$ cat src/rtl/fpdec_pkg.sv
`timescale 1ns/1ps
package fpdec_pkg;
  localparam int unsigned INSN_W  = 32;
  localparam int unsigned OPC_W   = 7;
  localparam int unsigned F7_W    = 7;
  localparam int unsigned IDX_W   = 5;
  localparam int unsigned RM_W    = 3;
  localparam int unsigned FLAG_W  = 5;
  localparam int unsigned CSR_W   = FLAG_W + RM_W;
  localparam int unsigned OP_W    = 3;
  localparam int unsigned NUM_OPS = 5;

  localparam logic [OPC_W-1:0] OPC_FP_ARITH = 7'b1010011;
  localparam logic [RM_W-1:0]  RM_DYNAMIC   = 3'd7;
  localparam logic [RM_W-1:0]  RM_MAX_OK    = 3'd4;

  typedef enum logic [OP_W-1:0] {
    FOP_NONE = 3'd0,
    FOP_ADD  = 3'd1,
    FOP_SUB  = 3'd2,
    FOP_MUL  = 3'd3,
    FOP_DIV  = 3'd4,
    FOP_SQRT = 3'd5
  } fop_e;

  // entry i decodes to operation code i+1
  localparam logic [F7_W-1:0] F7_TAB [NUM_OPS] = '{
    7'b0000000, 7'b0000100, 7'b0001000, 7'b0001100, 7'b0101100
  };

  typedef struct packed {
    logic [F7_W-1:0]  funct7;
    logic [IDX_W-1:0] rs2;
    logic [IDX_W-1:0] rs1;
    logic [RM_W-1:0]  rm;
    logic [IDX_W-1:0] rd;
    logic [OPC_W-1:0] opc;
  } insn_fields_t;
endpackage

$ cat src/rtl/fpdec_opsel.sv
`timescale 1ns/1ps
module fpdec_opsel
  import fpdec_pkg::*;
(
  input  insn_fields_t fld,
  output fop_e         op,
  output logic         is_fp,
  output logic         shape_bad
);
  logic known;

  always_comb begin
    op    = FOP_NONE;
    known = 1'b0;
    for (int i = 0; i < NUM_OPS; i++) begin
      if (fld.funct7 == F7_TAB[i]) begin
        op    = fop_e'(OP_W'(i + 1));
        known = 1'b1;
      end
    end
  end

  assign is_fp     = (fld.opc == OPC_FP_ARITH);
  assign shape_bad = !known || ((op == FOP_SQRT) && (fld.rs2 != '0));
endmodule

$ cat src/rtl/fpdec_rm.sv
`timescale 1ns/1ps
module fpdec_rm
  import fpdec_pkg::*;
(
  input  logic [RM_W-1:0] rm_field,
  input  logic [RM_W-1:0] frm,
  output logic [RM_W-1:0] rm_eff,
  output logic            rm_bad
);
  always_comb begin
    if (rm_field == RM_DYNAMIC) rm_eff = frm;
    else                        rm_eff = rm_field;
  end

  assign rm_bad = (rm_eff > RM_MAX_OK);
endmodule

$ cat src/rtl/fpdec_csr.sv
`timescale 1ns/1ps
module fpdec_csr
  import fpdec_pkg::*;
(
  input  logic              clk,
  input  logic              rst_n,
  input  logic              issue,
  input  logic              flags_valid,
  input  logic [FLAG_W-1:0] flags,
  input  logic              sw_wr,
  input  logic [CSR_W-1:0]  sw_wdata,
  output logic [CSR_W-1:0]  csr_q
);
  logic [CSR_W-1:0] csr_d;
  logic             csr_en;
  logic             pend_q;
  logic             pend_d;
  logic             pend_en;

  always_comb begin
    csr_d  = csr_q;
    csr_en = 1'b0;
    if (sw_wr) begin
      csr_d  = sw_wdata;
      csr_en = 1'b1;
    end else if (flags_valid && pend_q) begin
      csr_d  = {csr_q[CSR_W-1:FLAG_W], flags};
      csr_en = 1'b1;
    end
  end

  always_comb begin
    pend_en = issue || flags_valid;
    pend_d  = issue || (pend_q && !flags_valid);
  end

  always_ff @(posedge clk or negedge rst_n) begin
    if (!rst_n) begin
      csr_q  <= '0;
      pend_q <= 1'b0;
    end else begin
      if (csr_en)  csr_q  <= csr_d;
      if (pend_en) pend_q <= pend_d;
    end
  end


  flag_overwrite_chk: assert property (@(posedge clk) disable iff (!rst_n)
    (flags_valid && pend_q && !sw_wr) |=>
      (csr_q[FLAG_W-1:0] == $past(flags)) &&
      (csr_q[CSR_W-1:FLAG_W] == $past(csr_q[CSR_W-1:FLAG_W])));


  sw_write_chk: assert property (@(posedge clk) disable iff (!rst_n)
    sw_wr |=> (csr_q == $past(sw_wdata)));


  no_spurious_update_chk: assert property (@(posedge clk) disable iff (!rst_n)
    (!sw_wr && !(flags_valid && pend_q)) |=> $stable(csr_q));


  pend_consume_chk: assert property (@(posedge clk) disable iff (!rst_n)
    (flags_valid && !issue) |=> !pend_q);
endmodule

$ cat src/rtl/fpop_decode_csr.sv
`timescale 1ns/1ps
module fpop_decode_csr
  import fpdec_pkg::*;
(
  input  logic              clk,
  input  logic              rst_n,
  input  logic              insn_valid,
  input  logic [INSN_W-1:0] insn,
  input  logic              flags_valid,
  input  logic [FLAG_W-1:0] flags_in,
  input  logic              csr_wr,
  input  logic [CSR_W-1:0]  csr_wdata,
  output logic              op_valid,
  output logic [OP_W-1:0]   op_code,
  output logic [IDX_W-1:0]  rd_idx,
  output logic [IDX_W-1:0]  rs1_idx,
  output logic [IDX_W-1:0]  rs2_idx,
  output logic [RM_W-1:0]   rm_eff,
  output logic              illegal,
  output logic [CSR_W-1:0]  csr_value
);
  logic         rst_meta_q;
  logic         rst_sync_n;
  insn_fields_t fld;
  fop_e         dec_op;
  logic         is_fp;
  logic         shape_bad;
  logic         rm_bad;
  logic         fp_seen;
  logic [CSR_W-1:0] csr_q;

  always_ff @(posedge clk or negedge rst_n) begin
    if (!rst_n) begin
      rst_meta_q <= 1'b0;
      rst_sync_n <= 1'b0;
    end else begin
      rst_meta_q <= 1'b1;
      rst_sync_n <= rst_meta_q;
    end
  end

  assign fld = insn_fields_t'(insn);

  fpdec_opsel u_opsel (
    .fld       (fld),
    .op        (dec_op),
    .is_fp     (is_fp),
    .shape_bad (shape_bad)
  );

  fpdec_rm u_rm (
    .rm_field (fld.rm),
    .frm      (csr_q[CSR_W-1:FLAG_W]),
    .rm_eff   (rm_eff),
    .rm_bad   (rm_bad)
  );

  fpdec_csr u_csr (
    .clk         (clk),
    .rst_n       (rst_sync_n),
    .issue       (op_valid),
    .flags_valid (flags_valid),
    .flags       (flags_in),
    .sw_wr       (csr_wr),
    .sw_wdata    (csr_wdata),
    .csr_q       (csr_q)
  );

  always_comb begin
    fp_seen  = insn_valid && is_fp;
    illegal  = fp_seen && (shape_bad || rm_bad);
    op_valid = fp_seen && !shape_bad && !rm_bad;
    op_code  = op_valid ? dec_op : FOP_NONE;
  end

  assign rd_idx    = fld.rd;
  assign rs1_idx   = fld.rs1;
  assign rs2_idx   = fld.rs2;
  assign csr_value = csr_q;


  excl_chk: assert property (@(posedge clk) disable iff (!rst_sync_n)
    !(op_valid && illegal));


  non_fp_quiet_chk: assert property (@(posedge clk) disable iff (!rst_sync_n)
    (!insn_valid || (insn[6:0] != OPC_FP_ARITH)) |-> (!op_valid && !illegal && (op_code == '0)));


  rm_static_chk: assert property (@(posedge clk) disable iff (!rst_sync_n)
    (insn[14:12] != RM_DYNAMIC) |-> (rm_eff == insn[14:12]));


  rm_dynamic_chk: assert property (@(posedge clk) disable iff (!rst_sync_n)
    (insn[14:12] == RM_DYNAMIC) |-> (rm_eff == csr_value[CSR_W-1:FLAG_W]));


  rm_reserved_chk: assert property (@(posedge clk) disable iff (!rst_sync_n)
    (op_valid) |-> (rm_eff <= RM_MAX_OK));
endmodule

$ cat config.mk
export PLATFORM = sky130hd
export DESIGN_NAME = fpop_decode_csr
export DESIGN_NICKNAME = d
export VERILOG_FILES = /design/src/rtl/fpdec_pkg.sv /design/src/rtl/fpdec_opsel.sv /design/src/rtl/fpdec_rm.sv /design/src/rtl/fpdec_csr.sv /design/src/rtl/fpop_decode_csr.sv
export SDC_FILE = /design/constraint.sdc
export NUM_CORES = 1
export LEC_CHECK = 0
export ABC_AREA = 1
export BUFFER_PORTS_ARGS = -buffer_cell sky130_fd_sc_hd__buf_4
export CAP_MARGIN = 20
export CORE_MARGIN = 4
export CORE_UTILIZATION = 32
export CTS_BUF_LIST = sky130_fd_sc_hd__clkbuf_8 sky130_fd_sc_hd__clkbuf_16
export DETAILED_ROUTE_END_ITERATION = 6
export GPL_ROUTABILITY_DRIVEN = 0
export PLACE_DENSITY = 0.77
export SETUP_SLACK_MARGIN = 0.5
export SYNTH_ARGS = -nofsm -noshare
export SYNTH_HDL_FRONTEND = slang
export SYNTH_SLANG_ARGS = --single-unit
$ cat constraint.sdc
create_clock -name clk -period 0.9 [get_ports clk]
set_input_delay 0.045 -clock clk [delete_from_list [all_inputs] [get_ports clk]]
set_output_delay 0.045 -clock clk [all_outputs]
set_load 0.05 [all_outputs]
# Yosys cells after proc, flatten, opt, wreduce, memory -nomap -nowiden

Index checks and enable logic that the tools add are counted.

$lt $le $gt $ge: 1
Equal/unequal tests: 7
Multiplexer cells: 16
Reduce and logical (&&, ||, !) cells: 20

Operators with widths:

| operator             | number |
|---|---|
| $eq A7 B4 Y1 const B | 2 |
| $mux W3              | 4 |
| $mux W1              | 8 |
| $mux W8              | 1 |
| $eq A7 B3 Y1 const B | 1 |
| $eq A7 B6 Y1 const B | 1 |
| $eq A7 B7 Y1 const B | 1 |
| $logic_and A1 B1 Y1  | 7 |
| $logic_not A7 Y1     | 1 |
| $eq A3 B3 Y1 const B | 2 |
| $mux W5              | 1 |
| $reduce_bool A5 Y1   | 1 |
| $logic_not A1 Y1     | 4 |
| $logic_or A1 B1 Y1   | 4 |
| $mux W2              | 2 |
| $reduce_and A2 Y1    | 2 |
| $gt A3 B3 Y1 const B | 1 |
| $reduce_bool A2 Y1   | 1 |

Flip-flop bits (word level): 11
Bits of input ports: 50

# Depth between registers and ports, before layout

Word-level depth: 13
Depth in mapped cells: 8
Gate-level depth less buffers: 8

# By module

A second synthesis with hierarchy kept.

Cell total of the unflattened synthesis: 127
Area, all modules: 863.3 µm²

Modules (own cells, without submodules):

| module          | times used | cells each | area an instance (µm²) |
|---|---|---|---|
| fpdec_csr       | 1          | 55         | 432.9 |
| fpop_decode_csr | 1          | 30         | 216.5 |
| fpdec_opsel     | 1          | 30         | 155.1 |
| fpdec_rm        | 1          | 12         | 58.8 |

# Least setup slack after synthesis

Ideal clock, no wire load.

Kind: register -> output
Start: register u_csr.csr_q[7]
End: output illegal
Arrival time: 2,287 ps
Slack: -1,432 ps
Cell stages (with the launch flop): 7
Cells stage by stage: dfrtp_1 inv_1 a31oi_1 nand2_1 nand3_1 nand2_1 inv_1

Cells in the longest elaborated chain, start to end: 4

Ends and longest elaborated chain:

| item                   | line                  | text |
|---|---|---|
| start, declared        | fpdec_csr.sv:12       | `output logic [CSR_W-1:0] csr_q` |
| start signal, assigned | fpdec_csr.sv:42       | `if (csr_en) csr_q <= csr_d;` |
| $mux W3                | fpdec_rm.sv:11        | `if (rm_field == RM_DYNAMIC) rm_eff = frm;` |
| via rm_eff[2]          | fpop_decode_csr.sv:18 | `output logic [RM_W-1:0] rm_eff,` |
| $gt A3 B3 Y1           | fpdec_rm.sv:15        | `assign rm_bad = (rm_eff > RM_MAX_OK);` |
| $logic_or A1 B1 Y1     | fpop_decode_csr.sv:71 | `illegal = fp_seen && (shape_bad \|\| rm_bad);` |
| $logic_and A1 B1 Y1    | fpop_decode_csr.sv:71 |  |
| end, declared          | fpop_decode_csr.sv:19 | `output logic illegal,` |

The timed path passes the listed nets, and every way through them passes these cells.

# Worst setup path after layout

Start: register u_csr.csr_q[5]
End: output op_code[1]

Cells in the longest elaborated chain, start to end: 5

Ends and longest elaborated chain:

| item                | line                  | text |
|---|---|---|
| $mux W3             | fpdec_rm.sv:11        |  |
| $gt A3 B3 Y1        | fpdec_rm.sv:15        |  |
| $logic_not A1 Y1    | fpop_decode_csr.sv:72 | `op_valid = fp_seen && !shape_bad && !rm_bad;` |
| $logic_and A1 B1 Y1 | fpop_decode_csr.sv:72 |  |
| $mux W3             | fpop_decode_csr.sv:73 | `op_code = op_valid ? dec_op : FOP_NONE;` |
| end, declared       | fpop_decode_csr.sv:14 | `output logic [OP_W-1:0] op_code,` |

Every way passes these cells.

==> impl_summary.txt <==
----------------------------------------------------
[Clocking]
  Clock tree from TritonCTS ... done
  Maximum clock insertion buffer count ... 2
  Clock transition at the registers of the reported paths ... 0.05 ns
  Root Buffer ... sky130_fd_sc_hd__clkbuf_8
  Clock latency reported for the late side of the worst-skew pair ... 0.23 ns
  Clock sink count ... 11
  TritonCTS buffer count ... 3
  H-tree Lvls ... 1

[Drt]
  Routed wire per std cell ... 12.3 um
  Total number of vias ... 986
  Total detailed-routing wirelength ... 2.65 mm
  Remaining antenna violation count ... 0
  Number of iterations in the first detailed-routing pass ... 4
  Number of vias per cell after detailed routing ... 4.59
  Iter 0 DRT Violations ... 11
  Count of unresolved DRC violations after routing ... 0

[Die]
  Starting Density ... 0.350
  Std-Cell Rows ... 17
  Core Area ... 2320 um2
  Die width ... 58.4 um
  Top-Level Pins ... 81
  Vert. Die Dim ... 58.4 um
  Die ar. ... 3410 um2

[Timing]
  Number of pins exceeding their max-slew limit in the final report ... 0
  Final setup violation count ... 17
  Worst clock skew ... 0.000963 ns
  Period utilisation layout ... 1.65
  Top achievable clock speed ... 672 MHz
  Endpoints failing hold ... 0
  Unrepaired setup endpoints after global routing ... yes
  Post-layout minimum cycle time ... 1.49 ns
  Slack of the critical path ... -0.588 ns

[Yosys]
  Synth Area in Compound Gates ... 0.0663
  Yosys reg bits ... 11
  EDFF count, synth ... 0
  Simple-gate area share of the yosys netlist ... 0.300
  Cell types occupying the most area after synthesis ... sky130_fd_sc_hd__dfrtp_1 34%, sky130_fd_sc_hd__buf_4 15%, sky130_fd_sc_hd__nor2_1 7.9%
  Most repeated cell in the gate-level netlist after synthesis ... sky130_fd_sc_hd__nor2_1
  Number of instances in the synthesized netlist ... 109
  Synth Cell Area ... 812 um2
  Synth top area share ... 0.339
  Area share of xor/xnor cells in the synthesized design ... 0
  Synth Flop Type ... sky130_fd_sc_hd__dfrtp_1
  Sequential-to-total area share from yosys stat ... 0.339
  Yosys warnings ... 0
  Commonest cells post-synth ... 17 x sky130_fd_sc_hd__nor2_1, 16 x sky130_fd_sc_hd__buf_4, 16 x sky130_fd_sc_hd__inv_1, 16 x sky130_fd_sc_hd__nand2_1, 11 x sky130_fd_sc_hd__dfrtp_1
  FFs w/ async S/R, synth ... 1.00
  Mean cell area of the mapped netlist ... 7.45 um2
  Adder-cell area share of the yosys netlist ... 0
  Mux contribution to synthesized area ... 0.0616
  Synthesized netlist net count ... 159
  Cell variety after synth ... 19
  Library cell occupying the most area in the post-synthesis netlist ... sky130_fd_sc_hd__dfrtp_1
  Combinational family with the most area after synthesis ... simple AND/OR/NAND/NOR gates

[Flow run]
  Maximum capacitance violations ... 0

[Power]
  Overall Power ... 1920 uW
  Cell area power density ... 1120 nW/um2
  Cell leakage power ... 0.000836 uW
  Peak supply drop ... 1090 uV

[Cells and area]
  Share of layout cells above drive strength 1 ... 0.727
  Final #Nets ... 238
  Final Cell Area ... 1710 um2
  Area growth from synthesis to layout ... 111%
  Number of antenna repair diodes ... 0

[Status]
  Run status ... complete, but fails checks
  Violated checks ... setup timing

[Critical path]
  Element type at the critical path end ... output port
  Start-to-end type of the worst setup path ... reg2out
  Data required time at the worst endpoint ... 0.85 ns
  Data arrival time at the worst-slack endpoint ... 1.44 ns
  Startpoint Class ... register
  Max Fanout on Critical Path ... 5

[Global route]
  Initial antenna violation count ... 0
  Global-route congestion overflow total ... 0
  Global-route wire length before repair ... 4.41 mm
  Global-route usage over all layers ... 0.165
  Largest net degree at the start of global routing ... 14
  Vias in the first global route ... 1093

[Place]
  Placed inst area ... 1350 um2
  IO buf count ... 60
  Detailed Place HPWL ... 1.96 mm

[Min path]
  Worst hold path class ... in2reg

----------------------------------------------------
==> power breakdown <==
part,switching [uW],internal (uW)
Combinational,425,440
Clock,173,298
Sequential,42.4,544
Total,640,1280
==> cell families after synthesis <==
| kind of cell | count (synthesis) |
|---|---|
| mux | 5 |
| buf+inv | 33 |
| compound gates | 10 |
| flops | 11 |
| other cells | 1 |
| simple gates | 49 |
==> placed cells by master, fill, tap and decap left out <==
cell / netlist / routed
sky130_fd_sc_hd__inv_2: 0 / 3
sky130_fd_sc_hd__o21ai_2: 0 / 1
sky130_fd_sc_hd__inv_1: 16 / 10
sky130_fd_sc_hd__a31oi_4: 0 / 1
sky130_fd_sc_hd__a21o_4: 0 / 1
sky130_fd_sc_hd__nand4_4: 1 / 1
sky130_fd_sc_hd__nand3_2: 0 / 3
sky130_fd_sc_hd__buf_4: 16 / 66
sky130_fd_sc_hd__mux2i_1: 5 / 5
sky130_fd_sc_hd__conb_1: 1 / 1
sky130_fd_sc_hd__clkbuf_8: 0 / 3
sky130_fd_sc_hd__dlygate4sd3_1: 0 / 1
sky130_fd_sc_hd__dfrtp_1: 11 / 2
sky130_fd_sc_hd__nand3b_1: 1 / 1
sky130_fd_sc_hd__buf_6: 0 / 12
sky130_fd_sc_hd__nor2_1: 17 / 10
sky130_fd_sc_hd__a21oi_2: 0 / 1
sky130_fd_sc_hd__nand2_4: 0 / 1
sky130_fd_sc_hd__a21oi_1: 5 / 4
sky130_fd_sc_hd__nand2_1: 16 / 11
sky130_fd_sc_hd__buf_8: 0 / 11
sky130_fd_sc_hd__nor2_2: 2 / 4
sky130_fd_sc_hd__nand2_2: 3 / 7
sky130_fd_sc_hd__dfrtp_2: 0 / 9
sky130_fd_sc_hd__nand4_1: 2 / 2
sky130_fd_sc_hd__a21o_2: 0 / 1
sky130_fd_sc_hd__o21ai_1: 0 / 2
sky130_fd_sc_hd__nor2_4: 2 / 7
sky130_fd_sc_hd__nand3_1: 5 / 2
sky130_fd_sc_hd__clkinvlp_4: 0 / 4
==> registers in the layout, summed over array words and instances (netlist names) <==
signal	flops
u_csr.csr_q	8
rst_sync_n	1
rst_meta_q	1
u_csr.pend_q	1
==> worst max-delay path, stage by stage, from the launching register on <==
cell and delay (ns):
sky130_fd_sc_hd__dfrtp_2 0.40, sky130_fd_sc_hd__inv_2 0.06, sky130_fd_sc_hd__nand3_2 0.06, sky130_fd_sc_hd__nand2_2 0.07, sky130_fd_sc_hd__nand2_2 0.06, sky130_fd_sc_hd__nand2_4 0.07, sky130_fd_sc_hd__nand4_4 0.17, sky130_fd_sc_hd__nor2_4 0.15
sky130_fd_sc_hd__buf_6 0.16
==> timing repair <==
| item | in CTS | in global routing |
|---|---|---|
| hold endpoints to repair | 2 | 0 |
| pin swaps | 7 | 4 |
| resized for setup | 36 | 14 |
| setup endpoints to repair | 35 | 26 |
| hold buffers | 1 | 0 |
| setup buffers | 10 | 6 |
| gates cloned | 1 | 0 |
==> final timing paths <==
check                          startpoint             end  slack, ns  cells past startpoint
max in group asynchronous      rst_sync_n  u_csr.csr_q[6]       0.59                      0
max                        u_csr.csr_q[5]      op_code[1]      -0.59                      8
max reg2reg                u_csr.csr_q[5]    u_csr.pend_q      -0.52                     10
min in group asynchronous      rst_sync_n  u_csr.csr_q[3]       0.11                      0
min reg2reg                    rst_sync_n  u_csr.csr_q[3]       0.11                      0
min                          csr_wdata[5]  u_csr.csr_q[5]       0.02                      3
==> per-stage QoR <==
step,hold slack (ns),utilization,cells,setup TNS (ns),setup slack [ns]
3_3_place_gp,-0.171,0.582,193,-2.00,-0.347
5_1_grt,0.0398,0.739,215,-6.16,-0.673
2_1_floorplan,-0.251,-,109,-4.04,-0.685
6_report,0.0189,0.739,215,-5.20,-0.588
4_1_cts,0.0134,0.697,209,-4.74,-0.595
3_5_place_dp,-0.171,0.582,193,-2.39,-0.396
==> layer usage <==
metal / wire, um / global-route usage / up-vias
met5: 0 / 0 / -
met4: 93 / 0.0993 / 0
met3: 298 / 0.0263 / 12
met2: 1420 / 0.309 / 56
met1: 835 / 0.169 / 438
li1: - / - / 480
==> cell type report <==
type / instances / area, um2
clock buffers: 3 / 41.3
clock inverters: 1 / 3.75
fillers: 184 / 606
inverters: 16 / 75.1
multi-input cells: 66 / 465
flip-flops and latches: 11 / 287
well taps: 28 / 35.0
repair buffers: 90 / 806
No activity file was read; power rests on OpenSTA's default activity.
